<file path="src/rtl/sar_serial_pkg.sv">
// Package: shared types for the serial SAR output sequencer.
// Assumes: nothing; holds only the phase encoding used by the FSM and the output mux.
package sar_serial_pkg;

    typedef enum logic [2:0] {
        PH_IDLE   = 3'd0,
        PH_SAMPLE = 3'd1,
        PH_NULL   = 3'd2,
        PH_MSB    = 3'd3,
        PH_LSB    = 3'd4,
        PH_DONE   = 3'd5
    } phase_t;

endpackage

</file>
<file path="src/rtl/sar_edge_sense.sv">
// Module: falling-edge detector for N slow host signals, sampled by clk.
// Assumes: inputs are already synchronous to clk and each level lasts at least
// one clk period. RST_VAL sets the remembered level after reset, so a signal
// that is low at reset release is not seen as a falling edge.
module sar_edge_sense #(
    parameter int          N       = 2,
    parameter logic [N-1:0] RST_VAL = '0
) (
    input  logic         clk,
    input  logic         rst_n,
    input  logic [N-1:0] sig,
    output logic [N-1:0] fall
);

    logic [N-1:0] prev_q;

    for (genvar i = 0; i < N; i++) begin : g_bit
        // Remember the previous level of this input.
        always_ff @(posedge clk) begin
            if (!rst_n) prev_q[i] <= RST_VAL[i];
            else        prev_q[i] <= sig[i];
        end
        // A fall is a high level followed by a low one.
        assign fall[i] = prev_q[i] & ~sig[i];
    end

endmodule

</file>
<file path="src/rtl/sar_phase_fsm.sv">
// Module: phase sequencer. It counts data clock falling edges through the
// sampling, null, MSB-first and LSB-replay phases.
// Assumes: cs_fall and dclk_fall are single-cycle strobes from sar_edge_sense.
// Select high overrides everything and returns the FSM to idle.
module sar_phase_fsm
    import sar_serial_pkg::*;
#(
    parameter int W            = 16,
    parameter int SAMPLE_FALLS = 5,
    localparam int CNT_MAX     = (W > SAMPLE_FALLS) ? W : SAMPLE_FALLS,
    localparam int CW          = $clog2(CNT_MAX)
) (
    input  logic          clk,
    input  logic          rst_n,
    input  logic          cs_n,
    input  logic          cs_fall,
    input  logic          dclk_fall,
    output phase_t        phase,
    output logic [CW-1:0] cnt,
    output logic          capture
);

    localparam logic [CW-1:0] SAMPLE_LAST = CW'(SAMPLE_FALLS - 1);
    localparam logic [CW-1:0] MSB_LAST    = CW'(W - 1);
    localparam logic [CW-1:0] LSB_LAST    = CW'(W - 2);

    phase_t        phase_d;
    logic [CW-1:0] cnt_d;

    // Next phase and in-phase counter, advanced on data clock falls only.
    always_comb begin
        phase_d = phase;
        cnt_d   = cnt;
        if (cs_n) begin
            phase_d = PH_IDLE;
            cnt_d   = '0;
        end else if (cs_fall) begin
            phase_d = PH_SAMPLE;
            cnt_d   = '0;
        end else if (dclk_fall) begin
            unique case (phase)
                PH_SAMPLE: begin
                    if (cnt == SAMPLE_LAST) begin
                        phase_d = PH_NULL;
                        cnt_d   = '0;
                    end else begin
                        cnt_d = cnt + 1'b1;
                    end
                end
                PH_NULL: begin
                    phase_d = PH_MSB;
                    cnt_d   = '0;
                end
                PH_MSB: begin
                    if (cnt == MSB_LAST) begin
                        phase_d = PH_LSB;
                        cnt_d   = '0;
                    end else begin
                        cnt_d = cnt + 1'b1;
                    end
                end
                PH_LSB: begin
                    if (cnt == LSB_LAST) begin
                        phase_d = PH_DONE;
                        cnt_d   = '0;
                    end else begin
                        cnt_d = cnt + 1'b1;
                    end
                end
                default: begin
                    phase_d = phase;
                    cnt_d   = cnt;
                end
            endcase
        end
    end

    // Phase and counter registers with synchronous reset to idle.
    always_ff @(posedge clk) begin
        if (!rst_n) begin
            phase <= PH_IDLE;
            cnt   <= '0;
        end else begin
            phase <= phase_d;
            cnt   <= cnt_d;
        end
    end

    // Capture strobe: the fall that ends the sampling interval.
    assign capture = ~cs_n & ~cs_fall & dclk_fall
                   & (phase == PH_SAMPLE) & (cnt == SAMPLE_LAST);

endmodule

</file>
<file path="src/rtl/sar_word_hold.sv">
// Module: holds the captured result and picks the bit the current phase and
// count call for: null, MSB-first, or the LSB-first replay starting at bit 1.
// Assumes: cnt stays below W-1 in the replay phase, as the FSM guarantees.
module sar_word_hold
    import sar_serial_pkg::*;
#(
    parameter int W  = 16,
    parameter int CW = 4
) (
    input  logic          clk,
    input  logic          rst_n,
    input  logic          capture,
    input  logic [W-1:0]  result,
    input  phase_t        phase,
    input  logic [CW-1:0] cnt,
    output logic          bit_out
);

    logic [W-1:0] word_q;
    logic [W-1:0] msb_view;
    logic [W-1:0] lsb_view;

    // Capture the parallel result at the end of sampling.
    always_ff @(posedge clk) begin
        if (!rst_n)       word_q <= '0;
        else if (capture) word_q <= result;
    end

    // Shifted views: MSB-first reads the top bit, the replay reads bit 1.
    assign msb_view = word_q << cnt;
    assign lsb_view = word_q >> cnt;

    // Select the bit for the current phase.
    always_comb begin
        unique case (phase)
            PH_MSB:  bit_out = msb_view[W-1];
            PH_LSB:  bit_out = lsb_view[1];
            default: bit_out = 1'b0;
        endcase
    end

endmodule

</file>
<file path="src/rtl/sar_serial_seq.sv">
// Module: top of the serial SAR output sequencer.
// Assumes: cs_n and dclk are synchronous to clk, and dclk's high and low
// times each last at least one clk. The output enable is gated directly by
// cs_n, so raising select tri-states the line without waiting for a clock.
module sar_serial_seq
    import sar_serial_pkg::*;
#(
    parameter int W            = 16,
    parameter int SAMPLE_FALLS = 5,
    localparam int CNT_MAX     = (W > SAMPLE_FALLS) ? W : SAMPLE_FALLS,
    localparam int CW          = $clog2(CNT_MAX)
) (
    input  logic         clk,
    input  logic         rst_n,
    input  logic         cs_n,
    input  logic         dclk,
    input  logic [W-1:0] result,
    output logic         sdo,
    output logic         sdo_en,
    output logic         analog_pd,
    output logic         digital_pd
);

    logic [1:0]    falls;
    logic          cs_fall;
    logic          dclk_fall;
    phase_t        phase;
    logic [CW-1:0] cnt;
    logic          capture;
    logic          bit_sel;
    logic          driving;

    sar_edge_sense #(.N(2), .RST_VAL(2'b00)) u_edges (
        .clk   (clk),
        .rst_n (rst_n),
        .sig   ({cs_n, dclk}),
        .fall  (falls)
    );
    assign cs_fall   = falls[1];
    assign dclk_fall = falls[0];

    sar_phase_fsm #(.W(W), .SAMPLE_FALLS(SAMPLE_FALLS)) u_fsm (
        .clk       (clk),
        .rst_n     (rst_n),
        .cs_n      (cs_n),
        .cs_fall   (cs_fall),
        .dclk_fall (dclk_fall),
        .phase     (phase),
        .cnt       (cnt),
        .capture   (capture)
    );

    sar_word_hold #(.W(W), .CW(CW)) u_hold (
        .clk     (clk),
        .rst_n   (rst_n),
        .capture (capture),
        .result  (result),
        .phase   (phase),
        .cnt     (cnt),
        .bit_out (bit_sel)
    );

    // The line is driven in the null, MSB-first and replay phases.
    assign driving = (phase == PH_NULL) | (phase == PH_MSB) | (phase == PH_LSB);

    // Output and power flags; select high wins at once.
    assign sdo_en     = driving & ~cs_n;
    assign sdo        = bit_sel & sdo_en;
    assign digital_pd = cs_n;
    assign analog_pd  = cs_n | (phase == PH_LSB) | (phase == PH_DONE)
                      | (phase == PH_IDLE);

endmodule

</file>
<file path="config.mk">
export PLATFORM = sky130hd
export DESIGN_NAME = sar_serial_seq
export DESIGN_NICKNAME = d
export VERILOG_FILES = /design/src/rtl/sar_serial_pkg.sv /design/src/rtl/sar_edge_sense.sv /design/src/rtl/sar_phase_fsm.sv /design/src/rtl/sar_word_hold.sv /design/src/rtl/sar_serial_seq.sv
export SDC_FILE = /design/constraint.sdc
export NUM_CORES = 1
export LEC_CHECK = 0
export CELL_PAD_IN_SITES_DETAIL_PLACEMENT = 1
export CELL_PAD_IN_SITES_GLOBAL_PLACEMENT = 1
export CORE_MARGIN = 5
export CORE_UTILIZATION = 41
export DETAILED_ROUTE_END_ITERATION = 8
export PLACE_DENSITY_LB_ADDON = 0.3
export SLEW_MARGIN = 30
export SYNTH_ARGS = -nofsm -noshare
export SYNTH_HDL_FRONTEND = slang
export SYNTH_SLANG_ARGS = --single-unit
export TNS_END_PERCENT = 50
</file>
<file path="constraint.sdc">
create_clock -name clk -period 2.3 [get_ports clk]
set_clock_uncertainty 0.05 [all_clocks]
set_input_delay 0.23 -clock clk [delete_from_list [all_inputs] [get_ports clk]]
set_output_delay 0.23 -clock clk [all_outputs]
set_load 0.1 [all_outputs]
</file>
# After elaboration in Yosys (flattened, before gate mapping)
# Index checks and enable logic that the tools add are counted.
[totals] register_bits=25 latch_bits=0 ramBits=0 rom_bits=0 inputBits=20 out_inout_bits=4 word_cells=60 mem_count=0
[op_classes] n_addsub=1 multipliers=0 div=0 magnitude_cmp=0 eq_ne=14 shift=2 n_mux=11 bitwise_logic=17 n_reduce_logical=9
[ops] operator="case mux 4 bit (4 select lines)" n=1
[ops] operator="<< shifter 16 x 4 -> 16 bit" n=1
[ops] operator=">> shifter 16 x 4 -> 2 bit" n=1
[ops] operator="2-to-1 mux 4 bit" n=3
[ops] operator="case mux 3 bit (4 select lines)" n=1
[ops] operator="AND reduction 5 bit" n=2
[ops] operator="2-to-1 mux 3 bit" n=3
[ops] operator="inequality test 3 x 1 -> 1 bit, second input constant" n=3
[ops] operator="bitwise AND 1 bit" n=8
[ops] operator="equality test 4 bit, second input constant" n=2
[ops] operator="equality test 3 x 2 -> 1 bit, second input constant" n=2
[ops] operator="equality test 3 bit, second input constant" n=2
[ops] operator="inequality test 2 x 1 -> 1 bit, second input constant" n=3
[ops] operator="bitwise OR 1 bit" n=5
[ops] operator="nonzero test 5 bit" n=1
[ops] operator="adder 4 x 1 -> 4 bit, second input constant" n=1
[ops] operator="equality test 4 x 3 -> 1 bit, second input constant" n=1
[ops] operator="inverter 1 bit" n=4
[ops] operator="nonzero test 4 bit" n=1
[ops] operator="equality test 3 x 1 -> 1 bit, second input constant" n=1
[ops] operator="logical NOT 3 bit" n=1
[ops] operator="OR reduction 3 bit" n=1
[ops] operator="2-to-1 mux 1 bit" n=2
[ops] operator="case mux 1 bit (2 select lines)" n=1
[ops] operator="other kinds (3)" n=3

# Longest topological paths before layout
[depth] ltp_word=7 ltp_mapped=9 depth_no_buf=7

# Modules after synthesis
# From an unflattened synthesis, not the netlist that was laid out.
[unflattened] cells_unflattened=163 hier_area_um2=1554.0
[by_module_without_submodules] mod="sar_word_hold" instances=1 cells_each=90 area_per_inst_um2=922.1 seq_area_each_um2=320.3
[by_module_without_submodules] mod="sar_phase_fsm" instances=1 cells_each=60 area_per_inst_um2=511.7 seq_area_each_um2=140.1
[by_module_without_submodules] mod="sar_edge_sense" instances=1 cells_each=6 area_per_inst_um2=68.8 seq_area_each_um2=40.0
[by_module_without_submodules] mod="sar_serial_seq" instances=1 cells_each=7 area_per_inst_um2=51.3 seq_area_each_um2=0.0

# Worst setup path after synthesis
# No wires, ideal clock.
[synth_timing] kind="register to output" start="reg u_fsm.cnt[2]" end="out sdo" arrival_ns=3.405 required_time_ns=2.020 setup_slack_ns=-1.385 path_stages_with_launch=6 n_path_buf=1 path_cell_list="dfxtp_1 -> clkbuf_1 -> inv_1 -> o311ai_0 -> a21oi_1 -> o31ai_1"
[synth_between] elab_chain_cells=3 elab_cells_between_ends=4 cone_classes="shift (2); mux (1); bitwise (1)"
[synth_rtl] item="start, declared" line_no="sar_phase_fsm.sv:19" rtl="output logic [CW-1:0] cnt,"
[synth_rtl] item="start signal, assigned" line_no="sar_phase_fsm.sv:85" rtl="cnt <= cnt_d;"
[synth_rtl] item=">> shifter 16 x 4 -> 2 bit / << shifter 16 x 4 -> 16 bit (equally long branches)" line_no="sar_word_hold.sv:31, sar_word_hold.sv:30"
[synth_rtl] item="case mux 1 bit (2 select lines) (*)" line_no="sar_word_hold.sv:35" rtl="unique case (phase)"
[synth_rtl] item="bitwise AND 1 bit (*)" line_no="sar_serial_seq.sv:68" rtl="assign sdo = bit_sel & sdo_en;"
[synth_rtl] item="end, declared" line_no="sar_serial_seq.sv:18" rtl="output logic sdo,"
# Every way passes the cells marked *; elsewhere a longest branch is shown, timed or not.

# Worst setup path after layout
[layout_timing] start="reg u_fsm.cnt[0]" end="out sdo"
# Same word-level chain as after synthesis.

==> key figures <==
Job
  • Max-cap violations: 0

Synthesis
  • Cell taking the most area after synthesis: dfxtp_1
  • Post-Syn Area: 1480 sq um
  • Post-Synth Simple-Gate Area: 20.8%
  • Gate Count Post-Synth: between 100 and 150
  • Number of synthesis warnings: 0
  • Xor and xnor fraction of the mapped netlist area: 2.37%
  • Mapped Nets: 171
  • Yosys cell types: 41
  • Share of the synthesized area in the top cell type: between 30% and 40%
  • Syn Area/Cell: 10.0 sq um
  • Sequential share of the synthesized area: 33.8%
  • Mux cell area share after synthesis: 22.1%
  • Synth area leaders: dfxtp_1 (34%), mux2i_1 (11%), mux4_2 (7.6%)
  • Largest family of logic cells by synthesized area: multiplexers
  • FF+latch count, synth: 25
  • Adder-cell share of the synthesized area: between 2 and 3%
  • Compound-Gate Fraction of Synth Area: 12.6%

STA
  • FMAX: between 0.4 and 0.5 GHz
  • Hold Violations, Final: 0
  • Slew headroom: 64.3%
  • Final Critical Period: 2260 ps
  • Final-report setup violation count: 0
  • Pins Over Slew Limit: 0
  • Final Cycle Share: 98.2%
  • Slew @ Worst Pin: approximately 530 ps

Die
  • Die area: slightly below 5000 sq um
  • Die W: ~70 microns
  • Ports: 24
  • Die height: 70.1 microns
  • Row cnt: 21
  • CORE AREA: ~3400 sq um
  • Starting density of the core: 43.3%

Setup path
  • CP max FO: 6
  • Arrival time worst endpoint: 1980 ps
  • Top Family by Delay on Critical Path: compound AO/OA/AOI/OAI gates
  • FF-to-FF setup slack: 70 ps
  • CP max-delay cell: dfxtp_4
  • Max incr delay on CP: 420 ps
  • Startpoint Class: flip-flop
  • CP Class: flip-flop to output pin
  • CP Cell Sequence: buf_4, mux2_2, a211oi_2, o21ai_0, nand2_1, o31ai_4, buf_12
  • Crit path required time: 2020 ps
  • Crit. End Element: output pin
  • Worst path bufs/invs: 2

Route
  • Vias: 1,185
  • DRT iter0 DRCs: just over 100
  • Drt first pass iters: 4
  • Vias per cell: 5.39
  • DRT antenna net count: 0
  • WL/cell: 17.4 microns
  • Final wirelength: 3.83 mm
  • DRC: 0

Place
  • Routability cong.: 0.855
  • IO buf count: 23
  • Post-DP HPWL: about 2.7 mm

Global routing
  • Gr usage total: 14.7%
  • Initial antenna violation count: 0
  • Largest net degree at the start of global routing: 20
  • GR Overflow Total: 0
  • Global-route wire length before repair: 5.98 mm
  • Vias in the first global route: 1,312

Layout
  • Layout cells sized above 1: 26.4%
  • Synthesis-to-layout area growth: 30.0%
  • Final Util: 56.3%
  • Commonest non-fill, non-tap cell in the layout: dfxtp_1
  • Most used cells in the layout excluding fill and tap cells: dfxtp_1 (22), clkdlybuf4s50_1 (19), mux2i_1 (17)
  • Layout Nets: approximately 200
  • # diodes: 0

Power
  • Peak supply drop: 0.332 mV
  • Pwr Density: about 370 nW/um^2
  • Lkg Pwr: roughly 0.78 nW
  • Overall power: just over 0.7 mW

Run status
  • Status: completed

CTS
  • Hold-fix buffers at CTS: 0
  • Worst-skew pair later-pin latency: 320 ps
  • Number of CTS-inserted buffers: 3
  • CTS root buffer: clkbuf_4
  • Longest Clk Path Bufs: 2
  • Clock sinks: 25
  • CTS tree: yes
  • Worst-path clk slew: 140 ps
  • CTS H-tree depth: 1

Hold path
  • Hold Path Class: primary input to flip-flop
[synthesized netlist by cell type]
| cell type | n |
|---|---|
| mux2i_1 | 17 |
| nand3_2 | 1 |
| or3b_1 | 1 |
| nand3b_1 | 1 |
| nand2_1 | 4 |
| o31ai_1 | 1 |
| xnor2_1 | 3 |
| a31oi_1 | 2 |
| ha_1 | 3 |
| and3b_1 | 4 |
| inv_1 | 4 |
| and4_1 | 1 |
| a32oi_2 | 1 |
| buf_6 | 2 |
| o21ai_0 | 1 |
| nor3_1 | 2 |
| dfxtp_1 | 25 |
| a21oi_4 | 1 |
| nor2_1 | 9 |
| o2bb2ai_1 | 1 |
| mux2_2 | 4 |
| or3b_2 | 1 |
| buf_4 | 1 |
| nand3_1 | 3 |
| a21oi_1 | 6 |
| and2_1 | 3 |
| mux4_2 | 5 |
| nand2b_1 | 3 |
| a31o_2 | 1 |
| o221ai_1 | 1 |
| o21bai_1 | 3 |
| a31o_4 | 1 |
| o311ai_0 | 1 |
| buf_2 | 5 |
| a311oi_1 | 1 |
| xor2_1 | 1 |
| and4_4 | 1 |
| clkbuf_1 | 4 |
| and3_1 | 1 |
| nor2b_1 | 16 |
| a211oi_1 | 2 |
[what timing repair did]
action / CTS / global route
resized for setup: 10 / 4
pin swaps: 1 / 1
cloned: 0 / 1
setup endpoints to repair: 1 / 1
buffers inserted: 3 / 2
[metrics by stage]
stage / worst slack (ps) / cell area, sq um / hold slack [ps] / cells / TNS, ps
floorplan: -49.1 / 1500 / 302 / 148 / -49.1
global placement: 202 / 1790 / 466 / 210 / 0
detailed placement: 134 / 1790 / 478 / 210 / 0
CTS: 17.7 / 1870 / 459 / 217 / 0
global route: -55.6 / 1920 / 450 / 220 / -305
finish: 41.6 / 1920 / 453 / 220 / 0
[power breakdown]
group	internal [mW]	leakage [nW]	total, mW	switching (mW)
Combinational	0.0455	0.558	0.0741	0.0286
Sequential	0.433	0.204	0.436	0.00226
Clock	0.0652	0.0177	0.203	0.137
Total	0.544	0.780	0.712	0.168
[per-layer routing]
metal	vias to the layer above	part of all wire (%)	global-route usage (%)
li1	581	-	-
met1	585	44	17.5
met2	17	53	27.4
met3	2	3.1	2.30
met4	0	0.31	2.98
met5	-	0	0
[path summary, 6_finish.rpt]
kind | cells past startpoint | endpoint | from
worst max-delay path | 7 | sdo | u_fsm.cnt[0]$_SDFFE_PP0P_
worst min-delay path | 2 | u_edges.prev_q[0]$_SDFF_PN0_ | dclk
worst max register to register | 8 | u_hold.word_q[2]$_SDFFE_PN0P_ | u_fsm.cnt[0]$_SDFFE_PP0P_
worst min register to register | 2 | u_hold.word_q[0]$_SDFFE_PN0P_ | u_hold.word_q[0]$_SDFFE_PN0P_
[registers in the layout (all words and copies together), names as in the netlist]
name            count
u_edges.prev_q      2
u_hold.word_q      16
u_fsm.cnt           4
u_fsm.phase         3
[layout make-up]
class / instances / area (sq um)
Clock buffer: 3 / 22.5
Clock inverter: 1 / 5.00
Inverter: 4 / 15.0
Multi-Input combinational cell: 107 / 937
Timing Repair Buffer: 34 / 378
Fill cell: 397 / 1490
Tap cell: 46 / 57.6
Sequential cell: 25 / 509
[kinds of logic after synthesis]
| logic type | after synthesis |
|---|---|
| AO/OA/AOI/OAI | 23 |
| flip-flops | 25 |
| XOR/XNOR | 4 |
| buffers and inverters | 16 |
| adder cells (fa/ha/maj) | 3 |
| multiplexers | 26 |
| AND/OR/NAND/NOR | 51 |
Power figures use the tool's default switching activity.
